<file path="config.mk">
export PLATFORM = sky130hd
export DESIGN_NAME = pwm_cmp_unit
export DESIGN_NICKNAME = d
export VERILOG_FILES = /design/src/rtl/pwm_cmp_pkg.sv /design/src/rtl/pwm_cmp_regs.sv /design/src/rtl/pwm_cmp_counter.sv /design/src/rtl/pwm_cmp_shadow.sv /design/src/rtl/pwm_cmp_match.sv /design/src/rtl/pwm_cmp_unit.sv
export SDC_FILE = /design/constraint.sdc
export NUM_CORES = 1
export LEC_CHECK = 0
export ABC_AREA = 1
export CORE_UTILIZATION = 25
export DETAILED_ROUTE_END_ITERATION = 8
export HOLD_SLACK_MARGIN = 0.02
export SKIP_LAST_GASP = 1
export SYNTH_ARGS = -nofsm -noshare
export SYNTH_HDL_FRONTEND = slang
export SYNTH_SLANG_ARGS = --single-unit
</file>
<file path="constraint.sdc">
create_clock -name clk -period 1.5 [get_ports clk]
set_input_delay 0.3 -clock clk [delete_from_list [all_inputs] [get_ports clk]]
set_output_delay 0.3 -clock clk [all_outputs]
set_load 0.02 [all_outputs]
</file>
<file path="src/rtl/pwm_cmp_pkg.sv">
// Package: shared widths and register addresses for the PWM compare stage.
// Assumes a 2-bit register address space with three used locations.
package pwm_cmp_pkg;
    localparam int CNT_W_DEF  = 16;
    localparam int DATA_W_DEF = 32;
    localparam int ADDR_W     = 2;

    typedef enum logic [ADDR_W-1:0] {
        ADDR_PERIOD = 2'd0,
        ADDR_CTRL   = 2'd1,
        ADDR_CMP    = 2'd2,
        ADDR_NONE   = 2'd3
    } reg_addr_e;

    // Control word bit positions
    localparam int CTRL_MODE_BIT = 0;
endpackage

</file>
<file path="src/rtl/pwm_cmp_regs.sv">
// Module: register port. Holds the period value and the mode bit, and
// strobes compare writes to the shadow stage. Readback is combinational.
// Assumes single-cycle writes; the compare pending value is kept elsewhere.
module pwm_cmp_regs
    import pwm_cmp_pkg::*;
#(
    parameter int CNT_W  = CNT_W_DEF,
    parameter int DATA_W = DATA_W_DEF
) (
    input  logic              clk,
    input  logic              rst_n,
    input  logic              wr_en,
    input  logic [ADDR_W-1:0] addr,
    input  logic [DATA_W-1:0] wdata,
    input  logic [CNT_W-1:0]  pend_value,
    output logic [DATA_W-1:0] rdata,
    output logic [CNT_W-1:0]  period,
    output logic              sync_mode,
    output logic              cmp_wr,
    output logic [CNT_W-1:0]  cmp_wdata
);
    localparam int PAD_W = DATA_W - CNT_W;

    reg_addr_e sel;
    assign sel       = reg_addr_e'(addr);
    assign cmp_wr    = wr_en && (sel == ADDR_CMP);
    assign cmp_wdata = wdata[CNT_W-1:0];

    // Store period and mode writes.
    always_ff @(posedge clk) begin
        if (!rst_n) begin
            period    <= '0;
            sync_mode <= 1'b0;
        end else if (wr_en) begin
            if (sel == ADDR_PERIOD) period    <= wdata[CNT_W-1:0];
            if (sel == ADDR_CTRL)   sync_mode <= wdata[CTRL_MODE_BIT];
        end
    end

    // Readback mux; upper bits always read as zero.
    always_comb begin
        unique case (sel)
            ADDR_PERIOD: rdata = {{PAD_W{1'b0}}, period};
            ADDR_CTRL:   rdata = {{(DATA_W-1){1'b0}}, sync_mode};
            ADDR_CMP:    rdata = {{PAD_W{1'b0}}, pend_value};
            default:     rdata = '0;
        endcase
    end


    reserved_ignored_chk: assert property (@(posedge clk) disable iff (!rst_n)
        (wr_en && sel == ADDR_CMP && (|wdata[DATA_W-1:CNT_W]))
            |=> (pend_value == $past(wdata[CNT_W-1:0])));
endmodule

</file>
<file path="src/rtl/pwm_cmp_counter.sv">
// Module: down counter. Counts from the period value to zero and reloads.
// The zero event is one clock wide and only occurs while running.
module pwm_cmp_counter
    import pwm_cmp_pkg::*;
#(
    parameter int CNT_W = CNT_W_DEF
) (
    input  logic             clk,
    input  logic             rst_n,
    input  logic             run,
    input  logic [CNT_W-1:0] period,
    output logic [CNT_W-1:0] cnt,
    output logic             zero_evt
);
    assign zero_evt = run && (cnt == '0);

    // Count down, reload at zero, hold when stopped.
    always_ff @(posedge clk) begin
        if (!rst_n)        cnt <= '0;
        else if (zero_evt) cnt <= period;
        else if (run)      cnt <= cnt - 1'b1;
    end


    reload_chk: assert property (@(posedge clk) disable iff (!rst_n)
        zero_evt |=> (cnt == $past(period)));

    step_chk: assert property (@(posedge clk) disable iff (!rst_n)
        (run && cnt != '0) |=> (cnt == $past(cnt) - 1'b1));

    hold_chk: assert property (@(posedge clk) disable iff (!rst_n)
        !run |=> $stable(cnt));
endmodule

</file>
<file path="src/rtl/pwm_cmp_shadow.sv">
// Module: pending/active compare pair and update control. A write lands in
// pending; at a zero event it moves to active in local mode, or in global
// mode only when a latched synchronous request is present.
module pwm_cmp_shadow
    import pwm_cmp_pkg::*;
#(
    parameter int CNT_W = CNT_W_DEF
) (
    input  logic             clk,
    input  logic             rst_n,
    input  logic             wr,
    input  logic [CNT_W-1:0] wdata,
    input  logic             sync_mode,
    input  logic             sync_req,
    input  logic             zero_evt,
    output logic [CNT_W-1:0] pending,
    output logic [CNT_W-1:0] active
);
    logic pend_valid;
    logic sync_flag;
    logic apply;

    assign apply = zero_evt && pend_valid && (!sync_mode || sync_flag);

    // Pending value: the latest write always wins.
    always_ff @(posedge clk) begin
        if (!rst_n)  pending <= '0;
        else if (wr) pending <= wdata;
    end

    // Pending-valid flag: set by a write, cleared when applied.
    always_ff @(posedge clk) begin
        if (!rst_n)     pend_valid <= 1'b0;
        else if (wr)    pend_valid <= 1'b1;
        else if (apply) pend_valid <= 1'b0;
    end

    // Synchronous-request latch, consumed at each zero event.
    always_ff @(posedge clk) begin
        if (!rst_n)        sync_flag <= 1'b0;
        else if (zero_evt) sync_flag <= sync_req;
        else if (sync_req) sync_flag <= 1'b1;
    end

    // Active compare update at the period boundary.
    always_ff @(posedge clk) begin
        if (!rst_n)     active <= '0;
        else if (apply) active <= pending;
    end


    local_apply_chk: assert property (@(posedge clk) disable iff (!rst_n)
        (zero_evt && pend_valid && !sync_mode) |=> (active == $past(pending)));

    mid_period_hold_chk: assert property (@(posedge clk) disable iff (!rst_n)
        !zero_evt |=> $stable(active));

    global_wait_chk: assert property (@(posedge clk) disable iff (!rst_n)
        (zero_evt && sync_mode && !sync_flag) |=> $stable(active));

    sync_consume_chk: assert property (@(posedge clk) disable iff (!rst_n)
        zero_evt |=> (sync_flag == $past(sync_req)));

    latest_write_chk: assert property (@(posedge clk) disable iff (!rst_n)
        wr |=> (pending == $past(wdata)));
endmodule

</file>
<file path="src/rtl/pwm_cmp_match.sv">
// Module: comparator. Registers a one-cycle pulse when the counter equals
// the active value, at most once per period, never when the value is past
// the period value.
module pwm_cmp_match
    import pwm_cmp_pkg::*;
#(
    parameter int CNT_W = CNT_W_DEF
) (
    input  logic             clk,
    input  logic             rst_n,
    input  logic [CNT_W-1:0] cnt,
    input  logic [CNT_W-1:0] active,
    input  logic [CNT_W-1:0] period,
    input  logic             zero_evt,
    output logic             match
);
    logic fired;
    logic hit;

    assign hit = (cnt == active) && (active <= period) && !fired;

    // Once-per-period guard, re-armed at each zero event.
    always_ff @(posedge clk) begin
        if (!rst_n)        fired <= 1'b0;
        else if (zero_evt) fired <= 1'b0;
        else if (hit)      fired <= 1'b1;
    end

    // Registered match pulse.
    always_ff @(posedge clk) begin
        if (!rst_n) match <= 1'b0;
        else        match <= hit;
    end


    match_source_chk: assert property (@(posedge clk) disable iff (!rst_n)
        match |-> ($past(cnt) == $past(active)));

    above_period_chk: assert property (@(posedge clk) disable iff (!rst_n)
        (active > period) |=> !match);

    single_pulse_chk: assert property (@(posedge clk) disable iff (!rst_n)
        (match && !zero_evt && $stable(cnt)) |=> !match);
endmodule

</file>
<file path="src/rtl/pwm_cmp_unit.sv">
// Module: top of the PWM compare stage. Connects the register port, the
// down counter, the pending/active compare pair and the comparator.
// Assumes one clock domain and a synchronous active-low reset.
module pwm_cmp_unit
    import pwm_cmp_pkg::*;
#(
    parameter int CNT_W  = CNT_W_DEF,
    parameter int DATA_W = DATA_W_DEF
) (
    input  logic              clk,
    input  logic              rst_n,
    input  logic              reg_wr_en,
    input  logic [ADDR_W-1:0] reg_addr,
    input  logic [DATA_W-1:0] reg_wdata,
    output logic [DATA_W-1:0] reg_rdata,
    input  logic              cnt_run,
    input  logic              sync_req,
    output logic [CNT_W-1:0]  cnt_value,
    output logic              zero_pulse,
    output logic              match_pulse
);
    logic [CNT_W-1:0] period;
    logic             sync_mode;
    logic             cmp_wr;
    logic [CNT_W-1:0] cmp_wdata;
    logic [CNT_W-1:0] pend_value;
    logic [CNT_W-1:0] act_value;

    pwm_cmp_regs #(.CNT_W(CNT_W), .DATA_W(DATA_W)) regs_i (
        .clk(clk), .rst_n(rst_n), .wr_en(reg_wr_en), .addr(reg_addr),
        .wdata(reg_wdata), .pend_value(pend_value), .rdata(reg_rdata),
        .period(period), .sync_mode(sync_mode), .cmp_wr(cmp_wr),
        .cmp_wdata(cmp_wdata)
    );

    pwm_cmp_counter #(.CNT_W(CNT_W)) cnt_i (
        .clk(clk), .rst_n(rst_n), .run(cnt_run), .period(period),
        .cnt(cnt_value), .zero_evt(zero_pulse)
    );

    pwm_cmp_shadow #(.CNT_W(CNT_W)) shadow_i (
        .clk(clk), .rst_n(rst_n), .wr(cmp_wr), .wdata(cmp_wdata),
        .sync_mode(sync_mode), .sync_req(sync_req), .zero_evt(zero_pulse),
        .pending(pend_value), .active(act_value)
    );

    pwm_cmp_match #(.CNT_W(CNT_W)) match_i (
        .clk(clk), .rst_n(rst_n), .cnt(cnt_value), .active(act_value),
        .period(period), .zero_evt(zero_pulse), .match(match_pulse)
    );


    reset_quiet_chk: assert property (@(posedge clk)
        !rst_n |=> (!match_pulse && cnt_value == '0));
endmodule

</file>
== Yosys cells after proc, flatten, opt, wreduce, memory -nomap -nowiden ==
Cells that the tools add are included.

* Flip-flop bits (word level): 69
* Memory bits (read-only): 0
* RAM bits: 0
* Bits in latches: 0
* Word-level logic and storage cells: 39
* Memories: 0

* Multipliers: 0
* Bitwise gates (word level): 1
* Divide/modulo/power cells: 0
* Reduce and logical (&&, ||, !) cells: 17
* $add $sub $neg: 1
* Magnitude comparators: 1
* Eq/ne operators: 3
* Shift operators: 0
* Mux-type cells: 7

{| class="wikitable"
|+ Operator list
! operator !! number
|-
| $pmux 16 s3 || 1
|-
| $mux 16 || 2
|-
| $eq 16x16->1 || 1
|-
| $le 16x16->1 || 1
|-
| $logic_not 16->1 || 1
|-
| $sub 16x1->16 const B || 1
|-
| $logic_and 1x1->1 || 6
|-
| $reduce_bool 2->1 || 3
|-
| $mux 1 || 4
|-
| $reduce_and 2->1 || 2
|-
| $eq 2x1->1 const B || 1
|-
| $eq 2x2->1 const B || 1
|-
| $logic_not 1->1 || 2
|-
| $logic_not 2->1 || 1
|-
| $reduce_or 2->1 || 1
|-
| $logic_or 1x1->1 || 1
|-
| $not 1->1 || 1
|}

== Logic depth before layout (Yosys ltp) ==
* Depth in word-level cells: 6
* Depth in mapped cells: 14

== By module ==
Synthesis repeated with hierarchy kept, for this count alone.

* Cells, all modules: 731
* Area, all modules: 4,807.1 µm²

{| class="wikitable"
|+ Modules (own cells, without submodules)
! module !! area an instance (µm²) !! instances !! cells each
|-
| pwm_cmp_counter || 1,467.7 || 1 || 225
|-
| pwm_cmp_shadow || 1,316.3 || 1 || 167
|-
| pwm_cmp_regs || 1,251.2 || 1 || 201
|-
| pwm_cmp_match || 772.0 || 1 || 138
|}

== Worst setup path after synthesis ==
No wires, ideal clock.

* Kind: register to register
* Start: register cnt_i.cnt[0]
* End: register shadow_i.active[4]
* Buffers on the path: 1
* Period minus slack after synthesis: 1.726 ns
* Data required time: 1.386 ns
* Library setup time: 0.114 ns
* Setup slack: -0.226 ns
* Arrival: 1.612 ns
* Stages on the path, launching flop included: 11
* Cell sequence: dfxtp_1 inv_1 ha_1 nand4_2 nor2_4 nand3_2 clkinv_2 nand2_4 buf_6 nor2_4 nor2_2

* Cells in the longest elaborated chain, start to end: 4

{| class="wikitable"
|+ Ends and longest elaborated chain
! element !! line !! source
|-
| start, declared || pwm_cmp_counter.sv:12 || <nowiki>output logic [CNT_W-1:0] cnt,</nowiki>
|-
| start signal, assigned || pwm_cmp_counter.sv:20 || <nowiki>else if (zero_evt) cnt <= period;</nowiki>
|-
| start signal, assigned || pwm_cmp_counter.sv:21 || <nowiki>else if (run) cnt <= cnt - 1'b1;</nowiki>
|-
| $logic_not 16->1 || pwm_cmp_counter.sv:15 || <nowiki>assign zero_evt = run && (cnt == '0);</nowiki>
|-
| $logic_and 1x1->1 || pwm_cmp_counter.sv:15 ||
|-
| net zero_pulse || pwm_cmp_unit.sv:19 || <nowiki>output logic zero_pulse,</nowiki>
|-
| $logic_and 1x1->1 (2 in series) || pwm_cmp_shadow.sv:23 || <nowiki>assign apply = zero_evt && pend_valid && (!sync_mode || sync_flag);</nowiki>
|-
| end signal, assigned || pwm_cmp_shadow.sv:48 || <nowiki>else if (apply) active <= pending;</nowiki>
|-
| end, declared || pwm_cmp_shadow.sv:17 || <nowiki>output logic [CNT_W-1:0] active</nowiki>
|}

The timed path passes the listed nets, and every way through them passes these cells.
A chain may end at the register's enable or synchronous reset.

== Worst setup path after layout ==
* Start: register cnt_i.cnt[0]
* End: output zero_pulse

* Cells in the longest elaborated chain, start to end: 2

{| class="wikitable"
|+ Ends and longest elaborated chain
! element !! line
|-
| $logic_not 16->1 || pwm_cmp_counter.sv:15
|-
| $logic_and 1x1->1 || pwm_cmp_counter.sv:15
|-
| end, declared || pwm_cmp_unit.sv:19
|}

No other way between the ends.

==> metrics.md <==
| Metric | Value |
|---|---|
| H-tree depth | `3` |
| Power per cell area | `1260 nW/µm²` |
| Multi-input logic area | `2420 µm²` |
| Final ANT Viol Nets | `0` |
| Sw frac | `0.359` |
| Crit. path cell count | `7` |
| Post-DP HPWL | `8730 µm` |
| Clk sinks | `69` |
| Post-DR wirelength/cell | `13.8 µm` |
| Startpoint Class | `flop` |
| Fin crit share | `1.14` |
| Failing checks | `setup timing` |
| GRT overflow | `0` |
| DRT iter0 DRCs | `230` |
| Number of diodes | `0` |
| CP Max Fanout | `2` |
| Largest net degree at the start of global routing | `34` |
| Final Max Slew Viols | `0` |
| First-pass GRT wire length | `19000 µm` |
| Clk_skew | `4.49 ps` |
| Top Family by Delay on Critical Path | `flip-flops` |
| Setup tns final | `-2670 ps` |
| Overall Global Routing Usage | `0.154` |
| Synthesized area per cell | `7.09 µm²` |
| Post-route setup slack | `-208 ps` |
| Final hold violations | `0` |
| CP peak stage delay | `350 ps` |
| Starting Density | `0.255` |
| Cell Area, Synth | `3850 µm²` |
| R2r setup slk | `-180 ps` |
| Fin util | `0.398` |
| Largest area contributor in the netlist | `dfxtp_1` |
| Layout area overhead | `56.3%` |
| Number of synthesized flops with an enable pin | `0` |
| Peak supply drop | `602 µV` |
| Vias | `3988` |
| IO Count | `89` |
| Die width | `126 µm` |
| Global route hottest layer | `met2` |
| WP data required | `1200 ps` |
| Reg2reg path depth | `10` |
| Critical path type | `reg -> out` |
| Top area cells in the synthesized netlist | `dfxtp_1 (36%), a21oi_1 (7.9%), nand2_1 (7.8%), o21ai_0 (6.9%), inv_1 (6.5%)` |
| Post-route cell area | `6020 µm²` |
| Clock Pin Slew Worst Setup and Hold Paths | `60 ps` |
| Vias in the first global route | `3614` |
| Gate power share | `0.411` |
| Outcome | `finished, violations left` |
| Routed Wire Length | `12200 µm` |
| RSZ-0062 raised after global routing | `yes` |
| RePlAce Congestion | `0.854` |
| Worst hold path type | `in -> reg` |
| Async SR Flop Fraction | `0` |
| LEAKAGE | `2.63 nW` |
| Top-area cell type share of the netlist area | `0.358` |
| Fin nets | `745` |
| Share of cells above drive strength 1 | `0.360` |
| Psw | `0.00272 W` |
| Fmax | `585 MHz` |
| Synthesized instance count | `544` |
| Max clock buf depth | `2` |
| DRT Pass-1 Iters | `5` |
| Tot Pwr | `0.00759 W` |
| Arr. time, crit path | `1410 ps` |
| Placement-stage cell area | `5280 µm²` |
| FF-to-FF Start | `cnt_i.cnt[0]` |
| Clock power frac | `0.307` |
| Min Tclk post-route | `1710 ps` |
| GR Util met1 | `0.211` |
| Hold bufs inserted after CTS | `0` |
| Top FF cell, synth | `dfxtp_1` |
| Max stage delay cell, worst path | `dfxtp_4` |
| #FFs+latches synth | `69` |
| Vias/cell | `4.52` |
| Storage cell area | `1400 µm²` |
| Met2 Use GR | `0.240` |
| Synth warnings | `0` |
| MaxCap Viol Count | `0` |
| Crit path cell chain | `inv_4, ha_4, nand4_4, nor2_4, nand3_4, clkinv_4, buf_6` |
| Sequential Power Share | `0.282` |
| Num CTS Buffers | `9` |
| GR Util met3 | `0.0229` |
| FP Rows | `45` |
| DIE AREA | `15900 µm²` |
| CP startpoint | `cnt_i.cnt[0]` |
| PortBufs | `56` |
| Pint | `0.00487 W` |
| Count of final setup violators | `27` |
| Worst setup path endpoint | `zero_pulse` |
| Post-synth cell types | `32` |
| DRC | `0` |
| CTS root buffer | `clkbuf_16` |
| CP endpoint kind | `output pin` |
| TritonCTS clock tree | `built` |
| Filler cell count | `1517` |
| Core ar. | `15100 µm²` |
| Antenna violations before repair | `0` |
| WHS | `452 ps` |
| Crit Reg-Reg Endpoint | `shadow_i.active[10]` |
| WP buf/inv | `3` |
| Die Ht | `126 µm` |
| Post-synthesis sequential area ratio | `0.358` |
| Worst-Skew Late Latency | `340 ps` |
==> registers in the layout, summed over array words and instances (netlist names) <==
| signal | count |
|---|---|
| regs_i.sync_mode | 1 |
| shadow_i.sync_flag | 1 |
| shadow_i.active | 16 |
| cnt_i.cnt | 16 |
| match_i.match | 1 |
| match_i.fired | 1 |
| shadow_i.pend_valid | 1 |
| shadow_i.pending | 16 |
| regs_i.period | 16 |
==> cell usage in the layout, fill, tap and decap left out, types with 5 or more instances in the layout <==
cell type / instances
clkbuf_16: 10
nor2_4: 15
dfxtp_1: 58
a21oi_2: 9
o21ai_0: 49
dfxtp_2: 9
clkdlybuf4s50_1: 20
ha_4: 6
buf_2: 6
nand4_1: 5
nand2_1: 76
dlygate4sd2_1: 5
a21oi_1: 52
clkbuf_2: 7
conb_1: 16
nor2_1: 42
inv_1: 52
o22ai_2: 12
buf_12: 7
buf_6: 7
nand3_1: 22
inv_2: 12
buf_4: 97
xor2_1: 5
nor2_2: 13
o21ai_1: 16
inv_4: 6
ha_1: 11
==> cells by family after synthesis <==
group / count (synthesis) / synth area share
other: 1 / 0.000973
AOI/OAI and AO/OA: 146 / 0.197
buffers and inverters: 108 / 0.126
adders and majority gates: 17 / 0.0552
xor gates and xnor gates: 9 / 0.0204
and+or+nand+nor: 194 / 0.243
DFF: 69 / 0.358
==> tightest hold or removal path, cell delays in order <==
cell      delay, ps
clkbuf_2        130
inv_2            60
buf_4           130
nand3_1          70
a21oi_1          60
==> metrics by stage <==
step                      worst slack, ps  instances
after floorplan                      5.76        559
after global placement               -783        851
after detailed placement             -794        851
after CTS                            -221        874
after global routing                 -264        882
final                                -208        882
==> cell usage after synthesis, types with 7 or more instances <==
master and count:
a21oi_1 61, buf_4 16, clkbuf_1 15, dfxtp_1 69, ha_1 17, inv_1 67
nand2_1 80, nand3_1 27, nor2_1 49, nor2_2 14, nor2_4 7, o21ai_0 53
o21ai_1 13, o22ai_1 17
==> per-layer routing <==
layer  vias up  part of all wire
met3        15             0.038
met5         -                 0
met1      1809              0.48
met4         0             0.020
li1       2054                 -
met2       110              0.46
==> timing repair <==
action,in CTS,in global routing
gates cloned,1,1
pin swaps,12,13
buffers inserted,6,7
hold endpoints to repair,0,0
setup endpoints to repair,63,63
resized for setup,170,53
==> worst min path at each step <==
stage	from	endpoint	slack (ps)	depth (start not counted)
final	reg_addr[1]	regs_i.sync_mode	450	5
after global routing	shadow_i.pend_valid	shadow_i.pend_valid	480	2
after CTS	match_i.fired	match_i.fired	460	2
after detailed placement	match_i.fired	match_i.fired	450	2
after global placement	match_i.fired	match_i.fired	440	2
after floorplan	sync_req	shadow_i.sync_flag	420	2
==> final cells by class <==
type                       instances  area share
clock buffer                      12      0.0461
multi-input combinational        382       0.402
timing repair buffer             156       0.224
tap                              188      0.0390
inverter                          71      0.0478
sequential                        69       0.232
clock inverter                     4     0.00831
==> power by group through the flow <==
stage / sequential (W) / clock (W) / combinational [W]
after detailed placement: 0.00217 / 0 / 0.00282
final: 0.00214 / 0.00233 / 0.00312
after global placement: 0.00216 / 0 / 0.00280
after global routing: 0.00216 / 0.00244 / 0.00343
after floorplan: 0.00235 / 0 / 0.00147
after CTS: 0.00214 / 0.00236 / 0.00290
Note: power is estimated with default switching activity, not from simulation.
